`src/rtl/cbp_pkg.sv`:
```
package cbp_pkg;

    typedef enum logic [1:0] {
        CTR_SNT = 2'd0,
        CTR_WNT = 2'd1,
        CTR_WT  = 2'd2,
        CTR_ST  = 2'd3
    } ctr_t;

    // one saturating training step
    function automatic ctr_t ctr_train(ctr_t c, logic taken);
        ctr_t n;
        n = c;
        if (taken) begin
            if (c != CTR_ST) n = ctr_t'(c + 2'd1);
        end else begin
            if (c != CTR_SNT) n = ctr_t'(c - 2'd1);
        end
        return n;
    endfunction

    function automatic logic ctr_says_taken(ctr_t c);
        return (c == CTR_WT) || (c == CTR_ST);
    endfunction

    // a zero-length history still travels on a one-bit port
    function automatic int unsigned hist_w(int unsigned len);
        return (len == 0) ? 1 : len;
    endfunction

endpackage

```
`src/rtl/cbp_history.sv`:
```
module cbp_history #(
    parameter  int unsigned HIST_LEN = 2,
    localparam int unsigned HW       = cbp_pkg::hist_w(HIST_LEN)
) (
    input  logic          clk,
    input  logic          rst,
    input  logic          shift_en,
    input  logic          shift_in,
    output logic [HW-1:0] hist
);

    generate
        if (HIST_LEN == 0) begin : g_none
            logic unused_hist_in;
            assign unused_hist_in = ^{clk, rst, shift_en, shift_in};
            assign hist = '0;
        end else if (HIST_LEN == 1) begin : g_one
            always_ff @(posedge clk) begin
                if (rst)           hist <= '0;
                else if (shift_en) hist <= shift_in;
            end
        end else begin : g_many
            // newest outcome enters at bit 0
            always_ff @(posedge clk) begin
                if (rst)           hist <= '0;
                else if (shift_en) hist <= {hist[HW-2:0], shift_in};
            end
        end
    endgenerate

endmodule

```
`src/rtl/cbp_ctr_table.sv`:
```
module cbp_ctr_table
    import cbp_pkg::*;
#(
    parameter  int unsigned IDX_W    = 4,
    parameter  int unsigned HIST_LEN = 2,
    localparam int unsigned HW       = cbp_pkg::hist_w(HIST_LEN),
    localparam int unsigned AW       = IDX_W + HIST_LEN,
    localparam int unsigned DEPTH    = 1 << AW
) (
    input  logic             clk,
    input  logic             rst,
    input  logic [IDX_W-1:0] rd_idx,
    input  logic [HW-1:0]    rd_hist,
    output ctr_t             rd_ctr,
    input  logic             wr_en,
    input  logic [IDX_W-1:0] wr_idx,
    input  logic [HW-1:0]    wr_hist,
    input  logic             wr_taken
);

    logic [AW-1:0] ra;
    logic [AW-1:0] wa;
    ctr_t          tbl [DEPTH];

    generate
        if (HIST_LEN == 0) begin : g_flat
            logic unused_tbl_hist;
            assign unused_tbl_hist = ^{rd_hist, wr_hist};
            assign ra = rd_idx;
            assign wa = wr_idx;
        end else begin : g_corr
            assign ra = {rd_idx, rd_hist};
            assign wa = {wr_idx, wr_hist};
        end
    endgenerate

    always_ff @(posedge clk) begin
        if (rst) begin
            for (int i = 0; i < DEPTH; i++) tbl[i] <= CTR_SNT;
        end else if (wr_en) begin
            tbl[wa] <= ctr_train(tbl[wa], wr_taken);
        end
    end

    assign rd_ctr = tbl[ra];

    // taken never lowers a counter, not-taken never raises it
    a_r2_taken_dir: assert property (@(posedge clk) disable iff (rst)
        (wr_en && wr_taken) |=> (tbl[$past(wa)] >= $past(tbl[wa])));
    a_r2_not_taken_dir: assert property (@(posedge clk) disable iff (rst)
        (wr_en && !wr_taken) |=> (tbl[$past(wa)] <= $past(tbl[wa])));
    // no wrap at either end
    a_r2_sat_high: assert property (@(posedge clk) disable iff (rst)
        (wr_en && wr_taken && tbl[wa] == CTR_ST) |=> (tbl[$past(wa)] == CTR_ST));
    a_r2_sat_low: assert property (@(posedge clk) disable iff (rst)
        (wr_en && !wr_taken && tbl[wa] == CTR_SNT) |=> (tbl[$past(wa)] == CTR_SNT));

endmodule

```
`src/rtl/cbp_predictor.sv`:
```
module cbp_predictor
    import cbp_pkg::*;
#(
    parameter  int unsigned IDX_W    = 4,
    parameter  int unsigned HIST_LEN = 2,
    localparam int unsigned HW       = cbp_pkg::hist_w(HIST_LEN)
) (
    input  logic             clk,
    input  logic             rst,
    input  logic [IDX_W-1:0] lk_idx,
    output logic             lk_taken,
    output logic [HW-1:0]    lk_hist,
    input  logic             up_valid,
    input  logic [IDX_W-1:0] up_idx,
    input  logic [HW-1:0]    up_hist,
    input  logic             up_taken
);

    logic [HW-1:0] ghist;
    ctr_t          sel_ctr;

    cbp_history #(.HIST_LEN(HIST_LEN)) u_hist (
        .clk      (clk),
        .rst      (rst),
        .shift_en (up_valid),
        .shift_in (up_taken),
        .hist     (ghist)
    );

    cbp_ctr_table #(.IDX_W(IDX_W), .HIST_LEN(HIST_LEN)) u_tbl (
        .clk      (clk),
        .rst      (rst),
        .rd_idx   (lk_idx),
        .rd_hist  (ghist),
        .rd_ctr   (sel_ctr),
        .wr_en    (up_valid),
        .wr_idx   (up_idx),
        .wr_hist  (up_hist),
        .wr_taken (up_taken)
    );

    assign lk_taken = ctr_says_taken(sel_ctr);
    assign lk_hist  = ghist;

    // straight after reset every counter predicts not-taken
    a_r3_reset_not_taken: assert property (@(posedge clk) disable iff (rst)
        $past(rst) |-> !lk_taken);
    // history holds when there is no update
    a_r4_hist_hold: assert property (@(posedge clk) disable iff (rst)
        !up_valid |=> $stable(lk_hist));

    generate
        if (HIST_LEN > 0) begin : g_hist_chk
            // newest outcome lands in bit 0
            a_r4_lsb_newest: assert property (@(posedge clk) disable iff (rst)
                up_valid |=> (lk_hist[0] == $past(up_taken)));
        end
        if (HIST_LEN > 1) begin : g_shift_chk
            // older outcome moves up one place
            a_r4_shift_left: assert property (@(posedge clk) disable iff (rst)
                up_valid |=> (lk_hist[1] == $past(lk_hist[0])));
        end
    endgenerate

endmodule

```
`config.mk`:
```
export PLATFORM = sky130hd
export DESIGN_NAME = cbp_predictor
export DESIGN_NICKNAME = d
export VERILOG_FILES = /design/src/rtl/cbp_pkg.sv /design/src/rtl/cbp_history.sv /design/src/rtl/cbp_ctr_table.sv /design/src/rtl/cbp_predictor.sv
export SDC_FILE = /design/constraint.sdc
export NUM_CORES = 1
export LEC_CHECK = 0
export BUFFER_PORTS_ARGS = -buffer_cell sky130_fd_sc_hd__buf_4
export CAP_MARGIN = 5
export CORE_ASPECT_RATIO = 0.6
export CORE_MARGIN = 2
export CORE_UTILIZATION = 65
export CTS_CLUSTER_SIZE = 12
export DETAILED_ROUTE_END_ITERATION = 6
export PLACE_DENSITY = 0.82
export SYNTH_ARGS = -nofsm -noshare
export SYNTH_HDL_FRONTEND = slang
export SYNTH_HIERARCHICAL = 1
export SYNTH_SLANG_ARGS = --single-unit
```
`constraint.sdc`:
```
create_clock -name clk -period 5.58 [get_ports clk]
set_input_delay 0.558 -clock clk [delete_from_list [all_inputs] [get_ports clk]]
set_output_delay 0.558 -clock clk [all_outputs]
set_load 0.005 [all_outputs]
```
==> impl_metrics.csv, run 1 <==
group,metric,value,unit
pwr,power_frac_comb,10.3,%
clock_tree,clock-sinks,130,
min_path,whs_path_depth,2,
cells_and_area,final_layout_size_suffix_gt1_share,24.2,%
drt,drc,49,
pwr,powerDensity,331,nW/um^2
floorplan,die_area,11900,um^2
timing,postLayoutSetupSlackWorst,2120,ps
critical_path,critPathBufInv,1,
floorplan,num_rows,29,
critical_path,path_cells,"buf_4 > nor2b_1 > a22oi_1 > nand3_1 > o2111ai_1 > and4bb_1 > maj3_4 > nor2_1",
yosys,syn_nets,635,
pwr,intPower,1930,uW
pwr,p_sw_share,24.2,%
drt,num_vias,5171,
clock_tree,cts_made_buffers,17,
pwr,seqPwrFrac,44.2,%
cells_and_area,syn_to_final_growth,7.39,%
clock_tree,cts_tree,"built",
floorplan,io_pins,17,
timing,timing.hold.ws,316,ps
drt,first_pass_iters,7,
place,place_ws,1700,ps
floorplan,die_w,140,um
place,numPortBuffers,16,
critical_path,cp_top_family,"simple AND/OR/NAND/NOR gates",
timing,final.period_utilization,62.1,%
cells_and_area,fin_area,7710,um^2
pwr,p_switching,617,uW
drt,wire_per_inst,23.4,um
critical_path,reg2regPathDepth,7,
cells_and_area,num-nets-final,622,
clock_tree,root_buffer,"clkbuf_16",
timing,finClkSkew,10.4,ps
timing,setup_viol,0,
drt,antenna_left,0,
critical_path,cp.required,5700,ps
pwr,vdd_drop_max,291,uV
yosys,netlist_instances,621,
place,gp_congestion,1.01,
cells_and_area,n_antenna_cell,0,
clock_tree,cts_hold_buf,0,
drt,via_per_inst,6.80,
critical_path,worstSetupPathType,"input port to flop",
floorplan,die_y,85.4,um
timing,slew_violations,0,
clock_tree,cts_buffer_depth,2,
clock_tree,h-tree-depth,4,
clock_tree,cts_resized,0,
drt,detail_route.iter0.violations,802,
critical_path,start_kind,"input port",
clock_tree,post_cts_buffers,0,
timing,fin_tns_setup,0,ps
global_routing,grt_remaining_overflow,0,
drt,wl,17800,um
timing,worst_pin_slew,1210,ps
floorplan,start_util,67.3,%
place,placedInstanceArea,7090,um^2
critical_path,cp_slowest_cell,"maj3_4",
critical_path,worstPathArrival,3590,ps
timing,relSlewSlack,19.3,%
run_status,violations,"DRC",
critical_path,worstPathMaxFanout,64,
global_routing,grt_util_all_layers,32.0,%
critical_path,critPathMaxStageDelay,980,ps
global_routing,antenna_found_initial,0,
job,drv_cap,0,
global_routing,grt_pass1_wl,28200,um
yosys,yosys_warnings,6,
clock_tree,clk_latency,420,ps
timing,timing.fmax,289,MHz
timing,rsz0062_at_grt,"false",
floorplan,core,10700,um^2
yosys,avgSynthCellArea,11.6,um^2
timing,timing.final.crit_period,3460,ps
timing,hold_viol_final,0,
run_status,outcome,"finished, violations left",
critical_path,end_kind,"flop",
place,hpwl,11600,um
global_routing,grt_pass1_vias,5095,
critical_path,worst-path-stages,8,
min_path,hold_path.class,"input port to flop",
clock_tree,clkTransAtPathRegs,60,ps
global_routing,grt_max_degree,67,
yosys,synth_area,7180,um^2
pwr,power_frac_clock,45.5,%
pwr,cellLeakagePower,0.00279,uW
[metrics by stage]
stage / util [%] / power [uW] / std cells
2_1_floorplan: - / 1380 / 621
3_5_place_dp: 66.4 / 1400 / 728
6_report: 72.2 / 2550 / 760
3_3_place_gp: 66.4 / 1390 / 728
5_1_grt: 72.2 / 2610 / 760
4_1_cts: 72.2 / 2550 / 760
[cells in the final DEF (no fill, tap or decap), types with 3 or more instances in the layout]
cell,instances
clkinv_4,3
clkinv_2,4
bufinv_16,4
nand2_1,132
a211oi_1,3
o21ai_0,4
a22oi_1,10
clkbuf_16,17
buf_4,20
a221oi_1,6
mux2i_1,26
mux2_2,6
a22o_1,3
o2bb2ai_1,3
a221o_1,5
o221ai_1,4
nor2b_1,6
a21oi_1,4
edfxtp_1,128
nor2_1,88
nor2_2,60
and3_1,3
nand2b_1,3
nand3_1,3
inv_1,8
o22ai_1,6
mux2_1,3
mux4_2,25
[flip-flops by register name (all words and copies together) (netlist names)]
register	cells
u_tbl/tbl	128
u_hist/hist	2
[power by group through the flow]
stage,Combinational [uW],Clock [uW],Sequential [uW]
floorplan,248,0,1130
global placement,250,0,1140
detailed placement,255,0,1150
CTS,257,1170,1130
global route,278,1200,1130
finish,263,1160,1130
[routing by layer]
layer	up-vias	GRT usage, %	wire length (um)
met5	-	0	0
li1	2208	-	-
met3	50	9.14	2370
met1	2515	45.7	6970
met4	0	12.6	508
met2	398	47.1	7970
[layout make-up]
| cell class | count | area [um^2] |
|---|---|---|
| clock buffers | 17 | 425 |
| well taps | 139 | 174 |
| inverters | 9 | 33.8 |
| clock inverters | 15 | 190 |
| repair buffers | 20 | 150 |
| multi-input cells | 430 | 2850 |
| fillers | 738 | 2960 |
| flip-flops and latches | 130 | 3880 |
[path summary, 6_finish.rpt]
check                         from               end  slack, ps
setup / recovery        up_hist[0]  u_tbl/tbl[33][0]       2120
hold / removal                 rst    u_hist/hist[0]        320
hold reg to reg     u_hist/hist[0]    u_hist/hist[0]        790
setup reg to reg  u_tbl/tbl[57][1]  u_tbl/tbl[33][0]       2430
Power figures use the tool's default switching activity.
==> inputs of run 2 (changes only) <==
--- a/config.mk
+++ b/config.mk
@@ -5,14 +5,15 @@
 export SDC_FILE = /design/constraint.sdc
 export NUM_CORES = 1
 export LEC_CHECK = 0
+export ABC_AREA = 1
 export BUFFER_PORTS_ARGS = -buffer_cell sky130_fd_sc_hd__buf_4
 export CAP_MARGIN = 5
 export CORE_ASPECT_RATIO = 0.6
 export CORE_MARGIN = 2
-export CORE_UTILIZATION = 65
+export CORE_UTILIZATION = 58
 export CTS_CLUSTER_SIZE = 12
 export DETAILED_ROUTE_END_ITERATION = 6
-export PLACE_DENSITY = 0.82
+export PLACE_DENSITY = 0.78
 export SYNTH_ARGS = -nofsm -noshare
 export SYNTH_HDL_FRONTEND = slang
 export SYNTH_HIERARCHICAL = 1
==> constraint.sdc (replaced) <==
create_clock -name clk -period 3 [get_ports clk]
set_input_delay 0.3 -clock clk [delete_from_list [all_inputs] [get_ports clk]]
set_output_delay 0.3 -clock clk [all_outputs]
set_load 0.005 [all_outputs]
==> impl_metrics.csv, run 2 <==
group,metric,value,unit
run_status,outcome,"finished, violations left",
run_status,violations,"DRC",
place,gp_congestion,0.976,
critical_path,start_kind,"flop",
clock_tree,clock-sinks,130,
place,place_ws,343,ps
cells_and_area,n_antenna_cell,0,
critical_path,r2r_end,"u_tbl/tbl[61][0]",
timing,hold_viol_final,0,
drt,wl,21900,um
critical_path,worst-path-stages,8,
clock_tree,post_cts_buffers,0,
critical_path,reg2regPathDepth,10,
global_routing,antenna_found_initial,0,
critical_path,worstPathArrival,2500,ps
drt,antenna_left,0,
cells_and_area,syn_to_final_growth,10.7,%
clock_tree,h-tree-depth,4,
cells_and_area,multiInputGateArea,3220,um^2
pwr,cellLeakagePower,0.00361,uW
critical_path,crit_top_cell,"nand3_1",
clock_tree,cts_hold_buf,0,
critical_path,path_cells,"inv_1 > o21ai_0 > o221ai_1 > o211ai_1 > nand3_1 > nand3_1 > nand2_1 > buf_4",
timing,postLayoutSetupSlackWorst,198,ps
critical_path,end_kind,"primary output",
clock_tree,cts_tree,"built",
timing,finClkSkew,9.22,ps
floorplan,core,12900,um^2
critical_path,cp.required,2700,ps
place,dp_cells,1110,
timing,final.period_utilization,93.4,%
timing,slew_violations,0,
pwr,powerDensity,562,nW/um^2
critical_path,critPathBufInv,2,
floorplan,die_w,152,um
critical_path,worstSetupPathType,"flop to primary output",
clock_tree,clk_latency,430,ps
cells_and_area,final_common_cell,"nand2_1",
global_routing,grt_util_all_layers,31.9,%
timing,worst_pin_slew,926,ps
global_routing,grt_max_degree,65,
critical_path,critPathMaxStageDelay,660,ps
clock_tree,cts_made_buffers,17,
drt,drc,2,
pwr,vdd_drop_max,383,uV
place,numPortBuffers,16,
timing,rsz0062_at_grt,"false",
timing,relSlewSlack,38.2,%
cells_and_area,num-nets-final,973,
critical_path,cp_slowest_cell,"inv_1",
yosys,netlist_instances,961,
clock_tree,clkTransAtPathRegs,60,ps
cells_and_area,layout_common_cells,"nand2_1 (413), edfxtp_1 (128), nor2_1 (111)",
cells_and_area,regMostFlops,"u_tbl/tbl",
clock_tree,cts_buffer_depth,2,
critical_path,worstPathMaxFanout,24,
cells_and_area,regArea,3880,um^2
timing,fin_tns_setup,0,ps
drt,wire_per_inst,19.2,um
cells_and_area,final_cells,1142,
floorplan,die_area,14200,um^2
critical_path,endpoint,"lk_taken",
critical_path,r2r-start,"u_tbl/tbl[34][1]",
place,hpwl,14100,um
floorplan,io_pins,17,
drt,first_pass_iters,7,
drt,num_vias,6826,
cells_and_area,final_layout_size_suffix_gt1_share,14.0,%
timing,timing.fmax,357,MHz
drt,via_per_inst,5.98,
global_routing,grt_pass1_vias,6360,
min_path,hold_path.class,"input port to flop",
global_routing,grt_remaining_overflow,0,
clock_tree,cts_resized,0,
floorplan,die_y,93.1,um
floorplan,num_rows,32,
global_routing,grt_pass1_wl,34600,um
clock_tree,root_buffer,"clkbuf_16",
timing,setup_viol,0,
critical_path,crit_start,"u_hist/hist[0]",
yosys,yosys_warnings,6,
yosys,avgSynthCellArea,7.98,um^2
yosys,synth_area,7670,um^2
critical_path,r2r_slack,620,ps
floorplan,start_util,59.5,%
cells_and_area,reg.largest.list,"u_tbl/tbl x128, u_hist/hist x2",
critical_path,cp_top_family,"buffers and inverters",
cells_and_area,fillers,1071,
drt,detail_route.iter0.violations,1033,
timing,timing.final.crit_period,2800,ps
yosys,syn_nets,975,
cells_and_area,largest_reg_flops,128,
job,drv_cap,0,
## run 2: how the worst min path moves through the flow
| stage | from | end | slack [ps] | cells after the start |
|---|---|---|---|---|
| after global placement | up_valid | u_hist/hist[1] | 570 | 3 |
| final | up_valid | u_hist/hist[1] | 150 | 3 |
| after CTS | rst | u_hist/hist[0] | 140 | 4 |
| after detailed placement | rst | u_hist/hist[0] | 570 | 4 |
| after global routing | rst | u_hist/hist[0] | 150 | 4 |
| after floorplan | up_valid | u_hist/hist[0] | 430 | 2 |
## run 2: worst reg2reg max path: stages, from the launching register on
cell and delay (ps):
edfxtp_1 380, or2_0 210, nand3_1 70, nand2_1 80, o21ai_1 200, nand2_1 80, nor2_1 180, nand2_1 90
nand2_2 80, buf_4 530, a21oi_1 210
## run 2: per-layer routing
layer,vias to the layer above,track usage (%),wire length (um)
met1,3153,46.2,8910
met5,-,0,0
met4,0,9.41,303
li1,3146,-,-
met2,488,45.9,9200
met3,39,10.3,3460
## run 2: per-stage QoR
step	total power, uW	area (um^2)	util (%)	hold WS (ps)
2_1_floorplan	2570	7670	-	429
3_3_place_gp	2740	7920	61.4	572
3_5_place_dp	2740	7920	61.4	574
4_1_cts	4750	8490	65.8	137
5_1_grt	4900	8490	65.8	153
6_report	4770	8490	65.8	147
## run 2: power by group
group | switching [uW] | internal, uW
Combinational | 476 | 171
Clock | 819 | 1220
Sequential | 29.9 | 2060
Total | 1320 | 3440
## run 2: area by class of cell
| class | instances | share of cell area [%] |
|---|---|---|
| Sequential cell | 130 | 45.8 |
| Multi-Input combinational cell | 719 | 37.9 |
| Timing Repair Buffer | 53 | 5.42 |
| Clock buffer | 18 | 5.06 |
| Tap cell | 170 | 2.51 |
| Inverter | 38 | 1.68 |
| Clock inverter | 14 | 1.65 |
==> inputs of run 3 (changes only) <==
--- a/config.mk
+++ b/config.mk
@@ -5,15 +5,15 @@
 export SDC_FILE = /design/constraint.sdc
 export NUM_CORES = 1
 export LEC_CHECK = 0
-export ABC_AREA = 1
 export BUFFER_PORTS_ARGS = -buffer_cell sky130_fd_sc_hd__buf_4
 export CAP_MARGIN = 5
 export CORE_ASPECT_RATIO = 0.6
 export CORE_MARGIN = 2
-export CORE_UTILIZATION = 58
+export CORE_UTILIZATION = 57
 export CTS_CLUSTER_SIZE = 12
 export DETAILED_ROUTE_END_ITERATION = 6
-export PLACE_DENSITY = 0.78
+export PLACE_DENSITY = 0.76
+export SLEW_MARGIN = 20
 export SYNTH_ARGS = -nofsm -noshare
 export SYNTH_HDL_FRONTEND = slang
 export SYNTH_HIERARCHICAL = 1
==> impl_metrics.csv, run 3 (same netlist as run 1, synthesis figures left out) <==
group,metric,value,unit
cells_and_area,reg.largest.list,"u_tbl/tbl x128, u_hist/hist x2",
cells_and_area,syn_to_final_growth,12.3,%
clock_tree,post_cts_buffers,0,
timing,final.period_utilization,98.0,%
cells_and_area,largest_reg_flops,128,
drt,wl,18900,um
critical_path,end_kind,"primary output",
cells_and_area,fillers,903,
timing,relSlewSlack,55.8,%
drt,first_pass_iters,5,
global_routing,antenna_found_initial,0,
pwr,vdd_drop_max,408,uV
global_routing,grt_pass1_vias,5172,
floorplan,die_w,149,um
timing,setup_viol,0,
clock_tree,clock-sinks,130,
timing,timing.final.crit_period,2940,ps
min_path,hold_path.class,"input port to flop",
critical_path,worstPathArrival,2640,ps
floorplan,num_rows,31,
global_routing,grt_pass1_wl,29500,um
drt,detail_route.iter0.violations,730,
cells_and_area,n_antenna_cell,0,
drt,num_vias,5228,
cells_and_area,multiInputGateArea,2840,um^2
global_routing,grt_remaining_overflow,0,
min_path,whs_path_depth,2,
timing,worst_pin_slew,660,ps
timing,hold_viol_final,0,
timing,fin_tns_setup,0,ps
pwr,powerDensity,580,nW/um^2
critical_path,cp_slowest_cell,"dfxtp_1",
critical_path,path_cells,"buf_4 > mux4_2 > mux4_2 > a211oi_1 > a21oi_1 > buf_4",
clock_tree,cts_made_buffers,17,
clock_tree,clk_latency,420,ps
pwr,power_frac_clock,42.6,%
critical_path,start_kind,"flop",
cells_and_area,layout_common_cells,"nand2_1 (132), edfxtp_1 (128), nor2_1 (88)",
drt,antenna_left,0,
clock_tree,cts_buffer_depth,2,
floorplan,core,12200,um^2
critical_path,worstSetupPathType,"flop to primary output",
global_routing,grt_max_degree,36,
critical_path,r2r_end,"u_tbl/tbl[2][1]",
drt,wire_per_inst,23.0,um
timing,slew_violations,0,
place,gp_congestion,0.957,
pwr,power_frac_comb,12.6,%
timing,finClkSkew,10.5,ps
pwr,p_sw_share,25.1,%
cells_and_area,final_core_util,66.2,%
pwr,p_switching,1170,uW
pwr,intPower,3500,uW
clock_tree,h-tree-depth,4,
critical_path,cp.required,2700,ps
floorplan,die_area,13500,um^2
cells_and_area,regMostFlops,"u_tbl/tbl",
critical_path,r2r-start,"u_tbl/tbl[61][1]",
run_status,outcome,"complete, no violations",
timing,rsz0062_at_grt,"false",
clock_tree,cts_hold_buf,0,
timing,timing.fmax,340,MHz
pwr,seqPwrFrac,44.8,%
clock_tree,clkTransAtPathRegs,50,ps
cells_and_area,final_layout_size_suffix_gt1_share,28.1,%
place,numPortBuffers,16,
cells_and_area,final_common_cell,"nand2_1",
clock_tree,cts_tree,"built",
job,drv_cap,0,
critical_path,reg2regPathDepth,8,
critical_path,r2r_slack,400,ps
drt,drc,0,
cells_and_area,num-nets-final,659,
clock_tree,root_buffer,"clkbuf_16",
floorplan,io_pins,17,
cells_and_area,regArea,3880,um^2
floorplan,die_y,90.9,um
min_path,holdPathEnd,"u_hist/hist[1]",
critical_path,critPathMaxStageDelay,620,ps
pwr,cellLeakagePower,0.00298,uW
drt,via_per_inst,6.35,
critical_path,worstPathMaxFanout,8,
min_path,hp-start,"rst",
floorplan,start_util,58.9,%
global_routing,grt_util_all_layers,29.8,%
place,hpwl,13400,um
-- run 3: metrics by stage --
| step | worst slack [ps] | power (uW) | cell area (um^2) | std cells | hold slack [ps] |
|---|---|---|---|---|---|
| after floorplan | 508 | 2570 | 7180 | 621 | 372 |
| after global placement | 188 | 2680 | 7480 | 791 | 492 |
| after detailed placement | 122 | 2700 | 7480 | 791 | 503 |
| after CTS | 40.8 | 4670 | 8050 | 823 | 71.5 |
| after global routing | 9.47 | 4800 | 8060 | 823 | 75.9 |
| final | 61.1 | 4670 | 8060 | 823 | 81.6 |
-- run 3: final cells by class --
| type | instances | area share (%) |
|---|---|---|
| multi-input combinational | 430 | 35.3 |
| inverter | 9 | 0.419 |
| tap | 165 | 2.56 |
| timing repair buffer | 57 | 6.49 |
| clock inverter | 13 | 1.71 |
| clock buffer | 19 | 5.37 |
| sequential | 130 | 48.2 |
-- run 3: worst max-delay path by stage --
| stage | startpoint | depth (start not counted) | endpoint |
|---|---|---|---|
| 2_1_floorplan | u_hist/hist[0] | 7 | lk_taken |
| 4_1_cts | u_hist/hist[0] | 7 | lk_taken |
| 5_1_grt | u_hist/hist[1] | 6 | lk_taken |
| 3_5_place_dp | up_hist[1] | 10 | u_tbl/tbl[40][1] |
| 3_3_place_gp | up_hist[1] | 9 | u_tbl/tbl[47][1] |
| 6_report | u_hist/hist[1] | 6 | lk_taken |
-- run 3: layer usage --
metal  vias up  global-route usage [%]  share of wire (%)
met2       362                    43.2                 45
met3        47                    11.3                 14
li1       2270                       -                  -
met4         0                    10.1                2.0
met5         -                       0                  0
met1      2549                    41.4                 39
-- run 3: timing repair --
action                                 CTS  global route
setup endpoints to repair                0             1
endpoints found under the hold margin    0             0
resized for setup                        0             2
-- run 3: power groups by stage --
stage | combinational [uW] | clock, uW | sequential, uW
after detailed placement | 573 | 0 | 2130
after CTS | 576 | 2000 | 2090
after global placement | 561 | 0 | 2120
after global routing | 620 | 2090 | 2100
final | 589 | 1990 | 2090
after floorplan | 462 | 0 | 2110
-- run 3: critical path, delay by kind of cell (launching register included) --
| family | cells | cell delay (ps) |
|---|---|---|
| multiplexers | 2 | 870 |
| flip-flops | 1 | 620 |
| buffers and inverters | 2 | 430 |
| AO/OA/AOI/OAI | 2 | 310 |
